File: src/rtl/segx_pkg.sv
package segx_pkg;

    typedef enum logic [2:0] {
        ST_IDLE = 3'd0,
        ST_LIM  = 3'd1,
        ST_CHK  = 3'd2,
        ST_ADD  = 3'd3,
        ST_RESP = 3'd4
    } xl_state_e;

    typedef enum logic {
        CFG_ORIGIN = 1'b0,
        CFG_SIZE   = 1'b1
    } cfg_sel_e;

    // Descriptor layout: limit word first, base word second.
    localparam int unsigned DESC_WORDS = 2;
    localparam int unsigned LIMIT_IDX  = 0;
    localparam int unsigned BASE_IDX   = 1;

    typedef struct packed {
        logic fault;
        logic go_on;
    } chk_result_t;

endpackage

File: src/rtl/seg_ctx_regs.sv
module seg_ctx_regs
    import segx_pkg::*;
#(
    parameter int unsigned AW    = 10,
    parameter int unsigned SEG_W = 4
) (
    input  logic             clk,
    input  logic             rst,
    input  logic             idle,
    input  logic             cfg_we,
    input  logic             cfg_sel,
    input  logic [AW-1:0]    cfg_wdata,
    output logic [AW-1:0]    origin,
    output logic [SEG_W:0]   size
);
    localparam int unsigned SZ_W = SEG_W + 1;

    logic wr_ok;
    assign wr_ok = cfg_we && idle;

    always_ff @(posedge clk) begin
        if (rst) begin
            origin <= '0;
            size   <= '0;
        end else if (wr_ok) begin
            if (cfg_sel_e'(cfg_sel) == CFG_ORIGIN)
                origin <= cfg_wdata;
            else
                size <= cfg_wdata[SZ_W-1:0];
        end
    end

    // context stays frozen while a translation is in flight
    p_ctx_frozen_busy_r7: assert property (@(posedge clk) disable iff (rst)
        !idle |=> ($stable(origin) && $stable(size)));

endmodule

File: src/rtl/seg_bound_cmp.sv
module seg_bound_cmp
    import segx_pkg::*;
#(
    parameter int unsigned SEG_W = 4,
    parameter int unsigned OFF_W = 12,
    parameter int unsigned PA_W  = 16
) (
    input  logic [SEG_W-1:0] seg,
    input  logic [SEG_W:0]   size,
    input  logic [OFF_W-1:0] off,
    input  logic [PA_W-1:0]  limit,
    output logic             seg_ok,
    output logic             off_ok
);
    logic [PA_W-1:0] off_ext;

    assign off_ext = PA_W'(off);
    assign seg_ok  = ({1'b0, seg} < size);
    assign off_ok  = (off_ext < limit);

endmodule

File: src/rtl/seg_entry_addr.sv
module seg_entry_addr
    import segx_pkg::*;
#(
    parameter int unsigned AW    = 10,
    parameter int unsigned SEG_W = 4
) (
    input  logic [AW-1:0]    origin,
    input  logic [SEG_W-1:0] seg,
    output logic [AW-1:0]    lim_addr,
    output logic [AW-1:0]    base_addr
);
    logic [AW-1:0] slot;

    assign slot      = AW'(seg) * AW'(DESC_WORDS);
    assign lim_addr  = origin + slot + AW'(LIMIT_IDX);
    assign base_addr = origin + slot + AW'(BASE_IDX);

endmodule

File: src/rtl/seg_xlate_unit.sv
module seg_xlate_unit
    import segx_pkg::*;
#(
    parameter int unsigned SEG_W  = 4,
    parameter int unsigned OFF_W  = 12,
    parameter int unsigned PA_W   = 16,
    parameter int unsigned MEM_AW = 10
) (
    input  logic              clk,
    input  logic              rst,
    input  logic              cfg_we,
    input  logic              cfg_sel,
    input  logic [MEM_AW-1:0] cfg_wdata,
    input  logic              req_valid,
    output logic              req_ready,
    input  logic [SEG_W-1:0]  req_seg,
    input  logic [OFF_W-1:0]  req_off,
    output logic              rsp_valid,
    input  logic              rsp_ready,
    output logic [PA_W-1:0]   rsp_addr,
    output logic              rsp_fault,
    output logic              mem_rd_en,
    output logic [MEM_AW-1:0] mem_rd_addr,
    input  logic [PA_W-1:0]   mem_rd_data
);
    xl_state_e         state;
    logic [SEG_W-1:0]  seg_q;
    logic [OFF_W-1:0]  off_q;
    logic [MEM_AW-1:0] origin;
    logic [SEG_W:0]    size;
    logic [MEM_AW-1:0] lim_addr;
    logic [MEM_AW-1:0] base_addr;
    logic              seg_ok;
    logic              off_ok;
    logic              idle;
    chk_result_t       chk;

    assign idle = (state == ST_IDLE);

    seg_ctx_regs #(.AW(MEM_AW), .SEG_W(SEG_W)) u_ctx (
        .clk       (clk),
        .rst       (rst),
        .idle      (idle),
        .cfg_we    (cfg_we),
        .cfg_sel   (cfg_sel),
        .cfg_wdata (cfg_wdata),
        .origin    (origin),
        .size      (size)
    );

    seg_bound_cmp #(.SEG_W(SEG_W), .OFF_W(OFF_W), .PA_W(PA_W)) u_cmp (
        .seg    (req_seg),
        .size   (size),
        .off    (off_q),
        .limit  (mem_rd_data),
        .seg_ok (seg_ok),
        .off_ok (off_ok)
    );

    seg_entry_addr #(.AW(MEM_AW), .SEG_W(SEG_W)) u_addr (
        .origin    (origin),
        .seg       (seg_q),
        .lim_addr  (lim_addr),
        .base_addr (base_addr)
    );

    // A context write wins over a request in the same cycle.
    assign req_ready   = idle && !cfg_we;
    assign rsp_valid   = (state == ST_RESP);
    assign chk.fault   = !off_ok;
    assign chk.go_on   = off_ok;
    assign mem_rd_en   = (state == ST_LIM) || ((state == ST_CHK) && chk.go_on);
    assign mem_rd_addr = (state == ST_LIM) ? lim_addr : base_addr;

    always_ff @(posedge clk) begin
        if (rst) begin
            state     <= ST_IDLE;
            seg_q     <= '0;
            off_q     <= '0;
            rsp_addr  <= '0;
            rsp_fault <= 1'b0;
        end else begin
            unique case (state)
                ST_IDLE: begin
                    if (req_valid && req_ready) begin
                        seg_q <= req_seg;
                        off_q <= req_off;
                        if (seg_ok) begin
                            state <= ST_LIM;
                        end else begin
                            rsp_addr  <= '0;
                            rsp_fault <= 1'b1;
                            state     <= ST_RESP;
                        end
                    end
                end
                ST_LIM: state <= ST_CHK;
                ST_CHK: begin
                    if (chk.fault) begin
                        rsp_addr  <= '0;
                        rsp_fault <= 1'b1;
                        state     <= ST_RESP;
                    end else begin
                        state <= ST_ADD;
                    end
                end
                ST_ADD: begin
                    rsp_addr  <= mem_rd_data + PA_W'(off_q);
                    rsp_fault <= 1'b0;
                    state     <= ST_RESP;
                end
                ST_RESP: begin
                    if (rsp_ready) state <= ST_IDLE;
                end
                default: state <= ST_IDLE;
            endcase
        end
    end

    // response held until taken
    p_rsp_hold_r6: assert property (@(posedge clk) disable iff (rst)
        (rsp_valid && !rsp_ready) |=> (rsp_valid && $stable(rsp_addr) && $stable(rsp_fault)));

    // no new request while a response is pending
    p_busy_no_accept_r6: assert property (@(posedge clk) disable iff (rst)
        rsp_valid |-> !req_ready);

    // back-to-back reads walk to the next descriptor word
    p_base_after_limit_r3: assert property (@(posedge clk) disable iff (rst)
        (mem_rd_en && $past(mem_rd_en)) |-> (mem_rd_addr == $past(mem_rd_addr) + 1'b1));

    // the base word is fetched only when the limit covers the offset
    p_base_only_in_bounds_r4: assert property (@(posedge clk) disable iff (rst)
        (mem_rd_en && $past(mem_rd_en)) |-> (PA_W'(off_q) < mem_rd_data));

    // no table read for an out-of-range segment
    p_read_legal_seg_r8: assert property (@(posedge clk) disable iff (rst)
        mem_rd_en |-> ({1'b0, seg_q} < size));

    // faults carry a zero address
    p_fault_zero_addr_r8: assert property (@(posedge clk) disable iff (rst)
        (rsp_valid && rsp_fault) |-> (rsp_addr == '0));

endmodule

File: config.mk
export PLATFORM = sky130hd
export DESIGN_NAME = seg_xlate_unit
export DESIGN_NICKNAME = d
export VERILOG_FILES = /design/src/rtl/segx_pkg.sv /design/src/rtl/seg_ctx_regs.sv /design/src/rtl/seg_bound_cmp.sv /design/src/rtl/seg_entry_addr.sv /design/src/rtl/seg_xlate_unit.sv
export SDC_FILE = /design/constraint.sdc
export NUM_CORES = 1
export LEC_CHECK = 0
export BUFFER_PORTS_ARGS = -buffer_cell sky130_fd_sc_hd__buf_2
export CORE_MARGIN = 2
export CORE_UTILIZATION = 33
export CTS_CLUSTER_DIAMETER = 40
export DETAILED_ROUTE_END_ITERATION = 16
export PLACE_DENSITY_LB_ADDON = 0.08
export SLEW_MARGIN = 20
export SYNTH_ARGS = -nofsm -noshare
export SYNTH_HDL_FRONTEND = slang
export SYNTH_SLANG_ARGS = --single-unit
File: constraint.sdc
create_clock -name clk -period 2.86 [get_ports clk]
set_input_delay 0.286 -clock clk [delete_from_list [all_inputs] [get_ports clk]]
set_output_delay 0.286 -clock clk [all_outputs]
set_load 0.02 [all_outputs]
# After elaboration in Yosys (flattened, before gate mapping)
# Index checks and enable logic that the tools add are counted.
# op_classes
add_sub_neg	3
order_cmp	2
n_bitwise	1
mux	14
eq_ne	8
reduce_logical	13
# op_table
cell	n
$mux 16	3
$pmux 16 s3	1
$add 16x12->16	1
$lt 12x16->1	1
$pmux 3 s5	1
$mux 3	4
$add 10x1->10 const B	1
$add 10x5->10	1
$mux 10	1
$reduce_and 2->1	4
$eq 3x2->1 const B	2
$lt 4x5->1	1
$logic_and 1x1->1	4
$ne 2x1->1 const B	2
$ne 2x2->1 const B	2
$reduce_and 4->1	1
$eq 3x1->1 const B	1
$eq 3x3->1 const B	1
$logic_not 3->1	1
$mux 1	3
$pmux 1 s3	1
$reduce_bool 3->1	1
$logic_not 1->1	1
$logic_or 1x1->1	1
$not 1->1	1
# totals
input_bits	48
reg_bits	51

# Depth between registers and ports, before layout
# Gate-level depths: netlist of run 1.
# depth
word_depth	5
depth_mapped	10

# Cells and area by module
# Synthesis of run 1 repeated with hierarchy kept, for this count alone.
# hier_totals
hier_cells	424
hier_area_um2	3658.5
# modules_own_cells
module	cells_each	area_each_um2	seq_area_each_um2	n_inst
seg_xlate_unit	258	2149.6	720.7	1
seg_ctx_regs	60	639.4	300.3	1
seg_entry_addr	54	491.7	0.0	1
seg_bound_cmp	52	377.9	0.0	1

# Worst setup path before layout of run 1
# OpenSTA, ideal clock, no wires.
# synth_path
path_kind	flip-flop to output port
startpoint	register seg_q[0]
endpoint	output mem_rd_addr[9]
stages_incl_launch_ff	9
slack_ns	0.099
n_path_buf	0
t_arrival_ns	2.475
path_cell_list	dfxtp_1 -> ha_1 -> fa_1 -> nand3_1 -> nor2_1 -> or4b_4 -> a211oi_4 -> mux2i_1 -> o2111ai_1
# synth_via
elab_chain_cells	3
# synth_lines
item	line_no	rtl
start: declaration	seg_xlate_unit.sv:27	logic [SEG_W-1:0] seg_q;
start signal: assignment	seg_xlate_unit.sv:86	seg_q <= req_seg;
$add 10x5->10 (*)	seg_entry_addr.sv:15, seg_entry_addr.sv:16	
$add 10x1->10	seg_entry_addr.sv:16	assign base_addr = origin + slot + AW'(BASE_IDX);
$mux 10 (*)	seg_xlate_unit.sv:73	assign mem_rd_addr = (state == ST_LIM) ? lim_addr : base_addr;
end: declaration	seg_xlate_unit.sv:23	output logic [MEM_AW-1:0] mem_rd_addr,
# Every way passes the cells marked *; elsewhere a longest branch is shown, timed or not.

# Worst setup path in the final report of run 1
# Ends and elaborated chain as after synthesis.

==> results of run 1 <==
critical path, stage by stage (launching register included):
cell	delay, ns
dfxtp_2	0.35
ha_4	0.16
fa_1	0.50
nand3_1	0.09
nor2_2	0.12
or4b_4	0.50
a211oi_4	0.22
mux2i_1	0.22
o2111ai_1	0.12
buf_2	0.17
Yosys cell counts (6+ instances only):
library cell,instances
mux2i_1,17
nor2b_1,8
dfxtp_1,51
nor3_1,7
o21ai_0,6
ha_1,32
nand3_1,17
nand2_1,52
nor2_1,43
clkbuf_1,13
buf_2,6
a21oi_1,33
xnor2_1,15
inv_1,26
and2_1,7
final cells by class:
cell class | instances | area [um2]
Fill cell | 1084 | 6000
Sequential cell | 51 | 1020
Inverter | 26 | 97.6
Clock inverter | 2 | 16.3
Clock buffer | 6 | 82.6
Multi-Input combinational cell | 325 | 2300
Tap cell | 136 | 170
Timing Repair Buffer | 97 | 541
stage by stage:
step | instances | utilization | power (mW) | hold WS [ns] | TNS (ns)
5_1_grt | 643 | 0.414 | 1.73 | 0.206 | -0.522
2_1_floorplan | 422 | - | 1.04 | 0.422 | 0
4_1_cts | 642 | 0.409 | 1.65 | 0.197 | -0.295
6_report | 643 | 0.414 | 1.62 | 0.208 | -0.263
3_3_place_gp | 630 | 0.394 | 1.17 | 0.444 | 0
3_5_place_dp | 630 | 0.394 | 1.18 | 0.454 | -0.00713
logic make-up (layout without fill, tap and decap cells):
group / Yosys count / after routing / share of synthesized area
adders and majority gates: 34 / 34 / 0.128
AOI/OAI and AO/OA: 89 / 89 / 0.190
muxes: 17 / 17 / 0.0494
and+or+nand+nor: 167 / 167 / 0.238
buffers and inverters: 46 / 131 / 0.0523
DFF: 51 / 51 / 0.297
xor gates and xnor gates: 18 / 18 / 0.0458
registers in the layout, indices dropped and copies added (netlist names):
signal,flops
seg_q,4
off_q,12
state,3
rsp_fault,1
rsp_addr,16
u_ctx.size,5
u_ctx.origin,10
power by group through the flow:
stage	clock network [mW]	logic, mW	registers [mW]
6_report	0.454	0.404	0.765
4_1_cts	0.477	0.403	0.765
5_1_grt	0.503	0.454	0.771
3_3_place_gp	0	0.394	0.779
3_5_place_dp	0	0.396	0.781
2_1_floorplan	0	0.262	0.776
routing by layer:
metal	track usage	up-vias	share of wire
met5	0	-	0
met4	0.0282	0	0.0051
met3	0.0319	5	0.049
met2	0.253	63	0.43
met1	0.243	1433	0.51
li1	-	1643	-
path summary, 6_finish.rpt:
check	start	end	slack [ns]	cells past startpoint
worst min register to register	rsp_addr[0]	rsp_addr[0]	0.47	1
worst max register to register	off_q[0]	rsp_addr[14]	0.40	8
worst max-delay path	seg_q[0]	mem_rd_addr[9]	-0.18	9
worst min-delay path	cfg_wdata[7]	u_ctx.origin[7]	0.21	3
repair_timing:
| item | CTS | global route |
|---|---|---|
| setup buffers | 4 | 1 |
| cloned | 0 | 0 |
| pin swaps | 1 | 1 |
| setup endpoints to repair | 3 | 4 |
| resized for setup | 8 | 7 |
| hold buffers | 0 | 0 |
==> out/qor.txt, run 1 <==
CTS tree -> yes
drt pass-1 iters -> 4
Pwr Density -> 383 mW/mm2
clk buf depth -> 2
WP data required -> 2.57 ns
Post-DP Area -> 0.00403 mm2
top-area cell type share of the netlist area -> 0.297
Synth Flop Type -> dfxtp_1
fin nets -> 588
Antenna Cells -> 0
die width -> 106 um
register area share after synthesis -> 0.297
port bufs -> 77
gr usage total -> 0.165
vias -> 3144
post-synthesis async set-or-reset flop share -> 0
final count of negative-setup-slack endpoints -> 2
CTS clk-pin slew, worst paths -> 0.10 ns
H-tree Lvls -> 2
Synth area leader -> dfxtp_1
vias per cell -> 4.89
Combinational Power Share -> 0.249
initial DRC count -> 173
CTS root buf -> clkbuf_8
synth top area cells -> dfxtp_1 30%, ha_1 12%, nand2_1 5.7%, mux2i_1 4.9%, a21oi_1 4.8%
Peak VDD IR -> 0.225 mV
share of cells above drive strength 1 -> 0.252
worst relative slew slack -> 0.510
pin count of the biggest net entering global routing -> 37
Worst Hold Class -> input port to register
part of the cycle the worst path needs -> 1.06
gpl congestion -> 0.803
most frequent cells in the layout -> 75 x buf_2, 52 x nand2_1, 49 x dfxtp_1
Max-Cap Viols -> 0
Tightest Pin Transition -> 0.734 ns
outcome -> finished with violations
crit path max fanout -> 2
vias in the first global route -> 3050
worst setup margin -> -0.177 ns
Mapped Nets -> 504
commonest non-fill, non-tap cell in the layout -> buf_2
failing checks -> negative setup slack
Synth Cell Area -> 0.00344 mm2
core footprint -> 0.0102 mm2
switching pwr -> 518 uW
first-pass GRT wire length -> 15200 um
P&R area growth vs syn -> 23.0%
Clk network pwr share -> 0.280
num rows -> 37
synthesized area per cell -> 8.16 um2
Distinct cells, synth -> 63
Hold Vio Cnt, Final -> 0
Leak -> 1.93 nW
P_int -> 1.11 mW
Setup crit end kind -> output pin
fmax -> 329 MHz
Num CTS Buffers -> 5
Post-synth EDFFs -> 0
register bit total from synthesis -> 51
Sink Count -> 51
Final min period -> 3.04 ns
yosys warns -> 0
final wirelength -> 9070 um
DRT antenna net count -> 0
clock skew -> 0.00586 ns
die footprint -> 0.0113 mm2
Place WS -> -0.00713 ns
Initial Util -> 0.337
fin. max-slew vios -> 0
grt ovf -> 0
DP Wirelength -> 7130 um
# DRC -> 0
part of the power in registers -> 0.471
die height -> 106 um
Routed WL per cell -> 14.1 um
initial antenna violation count -> 0
cells after synthesis -> 422
fin area -> 0.00424 mm2
worst skew pair latency -> 0.30 ns
unrepaired setup endpoints after global routing -> yes
CP Class -> register to output pin
Critical Path AT -> 2.75 ns
CP Launch Type -> register
Top Ports -> 78
Sw Ratio -> 0.319
No activity file was read; power rests on OpenSTA's default activity.
==> run 2: changes to the inputs <==
==> constraint.sdc (replaced) <==
create_clock -name clk -period 2.86 [get_ports clk]
set_input_delay 0 -clock clk [delete_from_list [all_inputs] [get_ports clk]]
set_output_delay 0 -clock clk [all_outputs]
set_load 0.02 [all_outputs]
==> run 2 against run 1 <==
  * The flow now finishes without violations
  * Hold slack got worse by 0.20 ns
  * Fmax rose by 7.9%
  * Register-to-register slack barely moved
  * Total power rose by 11%
==> out/qor.txt, run 2 (synthesized netlist as in run 1, its figures left out) <==
Top Ports -> 78 (unchanged)
Final min period -> 2.82 ns (was 3.04 ns)
vias in the first global route -> 3024 (was 3050)
DRT antenna net count -> 0 (unchanged)
CP Capture Point -> mem_rd_addr[9] (unchanged)
Critical Path AT -> 2.82 ns (was 2.75 ns)
Pwr Density -> 402 mW/mm2 (was 383 mW/mm2)
Biggest register -> rsp_addr (unchanged)
clk buf depth -> 2 (unchanged)
DP Wirelength -> 7050 um (was 7130 um)
Setup crit end kind -> output pin (unchanged)
die footprint -> 0.0113 mm2 (unchanged)
gr usage total -> 0.163 (was 0.165)
die width -> 106 um (unchanged)
final core occ -> 0.437 (was 0.414)
biggest regs -> rsp_addr (16), off_q (12), u_ctx.origin (10) (unchanged)
share of cells above drive strength 1 -> 0.222 (was 0.252)
gpl congestion -> 0.799 (was 0.803)
P&R area growth vs syn -> 29.8% (was 23.0%)
max reg flops -> 16 (unchanged)
Worst Hold Class -> input port to register (unchanged)
vias per cell -> 4.79 (was 4.89)
Worst Setup SP -> seg_q[0] (unchanged)
met2 Use GR -> 0.245 (was 0.253)
most frequent cells in the layout -> 75 x buf_2, 52 x nand2_1, 49 x dfxtp_1 (unchanged)
GR Util met3 -> 0.0276 (was 0.0319)
CP Launch Type -> register (unchanged)
fin nets -> 609 (was 588)
drt pass-1 iters -> 4 (unchanged)
worst relative slew slack -> 0.526 (was 0.510)
Num CTS Buffers -> 5 (unchanged)
Top Family by Delay on Critical Path -> simple AND/OR/NAND/NOR gates (unchanged)
CP Depth -> 9 (unchanged)
vias -> 3180 (was 3144)
CTS clk-pin slew, worst paths -> 0.10 ns (about the same)
R2R Path Start -> off_q[2] (was off_q[0])
Sink Count -> 51 (unchanged)
unrepaired setup endpoints after global routing -> yes (unchanged)
Peak VDD IR -> 0.177 mV (was 0.225 mV)
met1 Track Usage GR -> 0.244 (was 0.243)
# DRC -> 0 (unchanged)
grt ovf -> 0 (unchanged)
crit-path max cell delay -> 0.51 ns (was 0.50 ns)
Max stage delay cell, worst path -> fa_1 (unchanged)
clock skew -> 0.00873 ns (was 0.00586 ns)
die height -> 106 um (unchanged)
Routed WL per cell -> 13.6 um (was 14.1 um)
initial DRC count -> 122 (was 173)
port bufs -> 77 (unchanged)
Max-Cap Viols -> 0 (unchanged)
initial antenna violation count -> 0 (unchanged)
CTS root buf -> clkbuf_8 (unchanged)
gr busiest metal -> met2 (unchanged)
Tightest Pin Transition -> 0.710 ns (was 0.734 ns)
critical-path cell list -> ha_4 -> fa_1 -> nand3_2 -> nor2_4 -> or4b_4 -> a211oi_4 -> mux2i_1 -> o2111ai_1 -> buf_4 (was ha_4 -> fa_1 -> nand3_1 -> nor2_2 -> or4b_4 -> a211oi_4 -> mux2i_1 -> o2111ai_1 -> buf_2)
placed cell count -> 624 (was 630)
worst skew pair latency -> 0.31 ns (was 0.30 ns)
Worst Path Buf+Inv -> 1 (unchanged)
crit path max fanout -> 2 (unchanged)
part of the cycle the worst path needs -> 0.984 (was 1.06)
core footprint -> 0.0102 mm2 (unchanged)
commonest non-fill, non-tap cell in the layout -> buf_2 (unchanged)
num rows -> 37 (unchanged)
R2R setup slack -> 0.40 ns (about the same)
Hold Vio Cnt, Final -> 0 (unchanged)
hold slack -> 0.0114 ns (was 0.208 ns)
fin. max-slew vios -> 0 (unchanged)
worst r2r dst -> rsp_addr[14] (unchanged)
Antenna Cells -> 0 (unchanged)
final wirelength -> 9020 um (was 9070 um)
fmax -> 355 MHz (was 329 MHz)
WP data required -> 2.86 ns (was 2.57 ns)
CTS tree -> yes (unchanged)
first-pass GRT wire length -> 14900 um (was 15200 um)
Initial Util -> 0.337 (unchanged)
outcome -> completed (was finished with violations)
Final Power -> 1.80 mW (was 1.62 mW)
final cell count without fillers -> 664 (was 643)
pin count of the biggest net entering global routing -> 37 (unchanged)
H-tree Lvls -> 2 (unchanged)
Leak -> 2.01 nW (was 1.93 nW)
final count of negative-setup-slack endpoints -> 0 (was 2)
CP Class -> register to output pin (unchanged)
Reg2Reg Depth -> 7 (was 8)
run 2: tightest hold or removal path, cell delays in order:
cell	delay (ns)
buf_2	0.11
nor2_1	0.05
o31ai_1	0.06
nand3b_1	0.07
run 2: what timing repair did:
item / CTS / global route
endpoints found under the hold margin: 31 / 0
resized for setup: 6 / 4
setup buffers: 3 / 2
hold buffers: 27 / 0
pin swaps: 5 / 4
endpoints found under the setup margin: 1 / 2
run 2: through the flow:
| stage | setup slack (ns) | TNS (ns) | cell area (um2) |
|---|---|---|---|
| after global routing | -0.101 | -0.101 | 4470 |
| final | 0.0445 | 0 | 4470 |
| after detailed placement | 0.192 | 0 | 3980 |
| after global placement | 0.245 | 0 | 3980 |
| after floorplan | 0.385 | 0 | 3440 |
| after CTS | 0.00115 | 0 | 4430 |
run 2: cell type report:
cell class / instances / area [um2]
Fill cell: 1071 / 5760
Multi-Input combinational cell: 325 / 2270
Sequential cell: 51 / 1020
Timing Repair Buffer: 118 / 766
Tap cell: 136 / 170
Inverter: 26 / 97.6
Clock buffer: 5 / 68.8
Clock inverter: 3 / 67.6
run 2: report_power, final:
group          switching, mW  internal (mW)
clock                  0.263          0.349
sequential            0.0275          0.740
combinational          0.234          0.184
total                  0.524           1.27
run 2: metal layers:
layer  share of wire  vias up
met4          0.0065        0
met3           0.036        5
met5               0        -
met1            0.54     1434
met2            0.42       58
li1                -     1683
run 2: worst min path at each step:
| stage | startpoint | end | slack (ns) | cells after the start |
|---|---|---|---|---|
| global route | mem_rd_data[15] | rsp_addr[15] | 0.02 | 4 |
| detailed placement | cfg_wdata[5] | u_ctx.origin[5] | 0.24 | 3 |
| finish | mem_rd_data[15] | rsp_addr[15] | 0.01 | 4 |
| floorplan | cfg_we | req_ready | 0.08 | 1 |
| global placement | cfg_wdata[8] | u_ctx.origin[8] | 0.24 | 3 |
| CTS | mem_rd_data[15] | rsp_addr[15] | 0.003 | 4 |
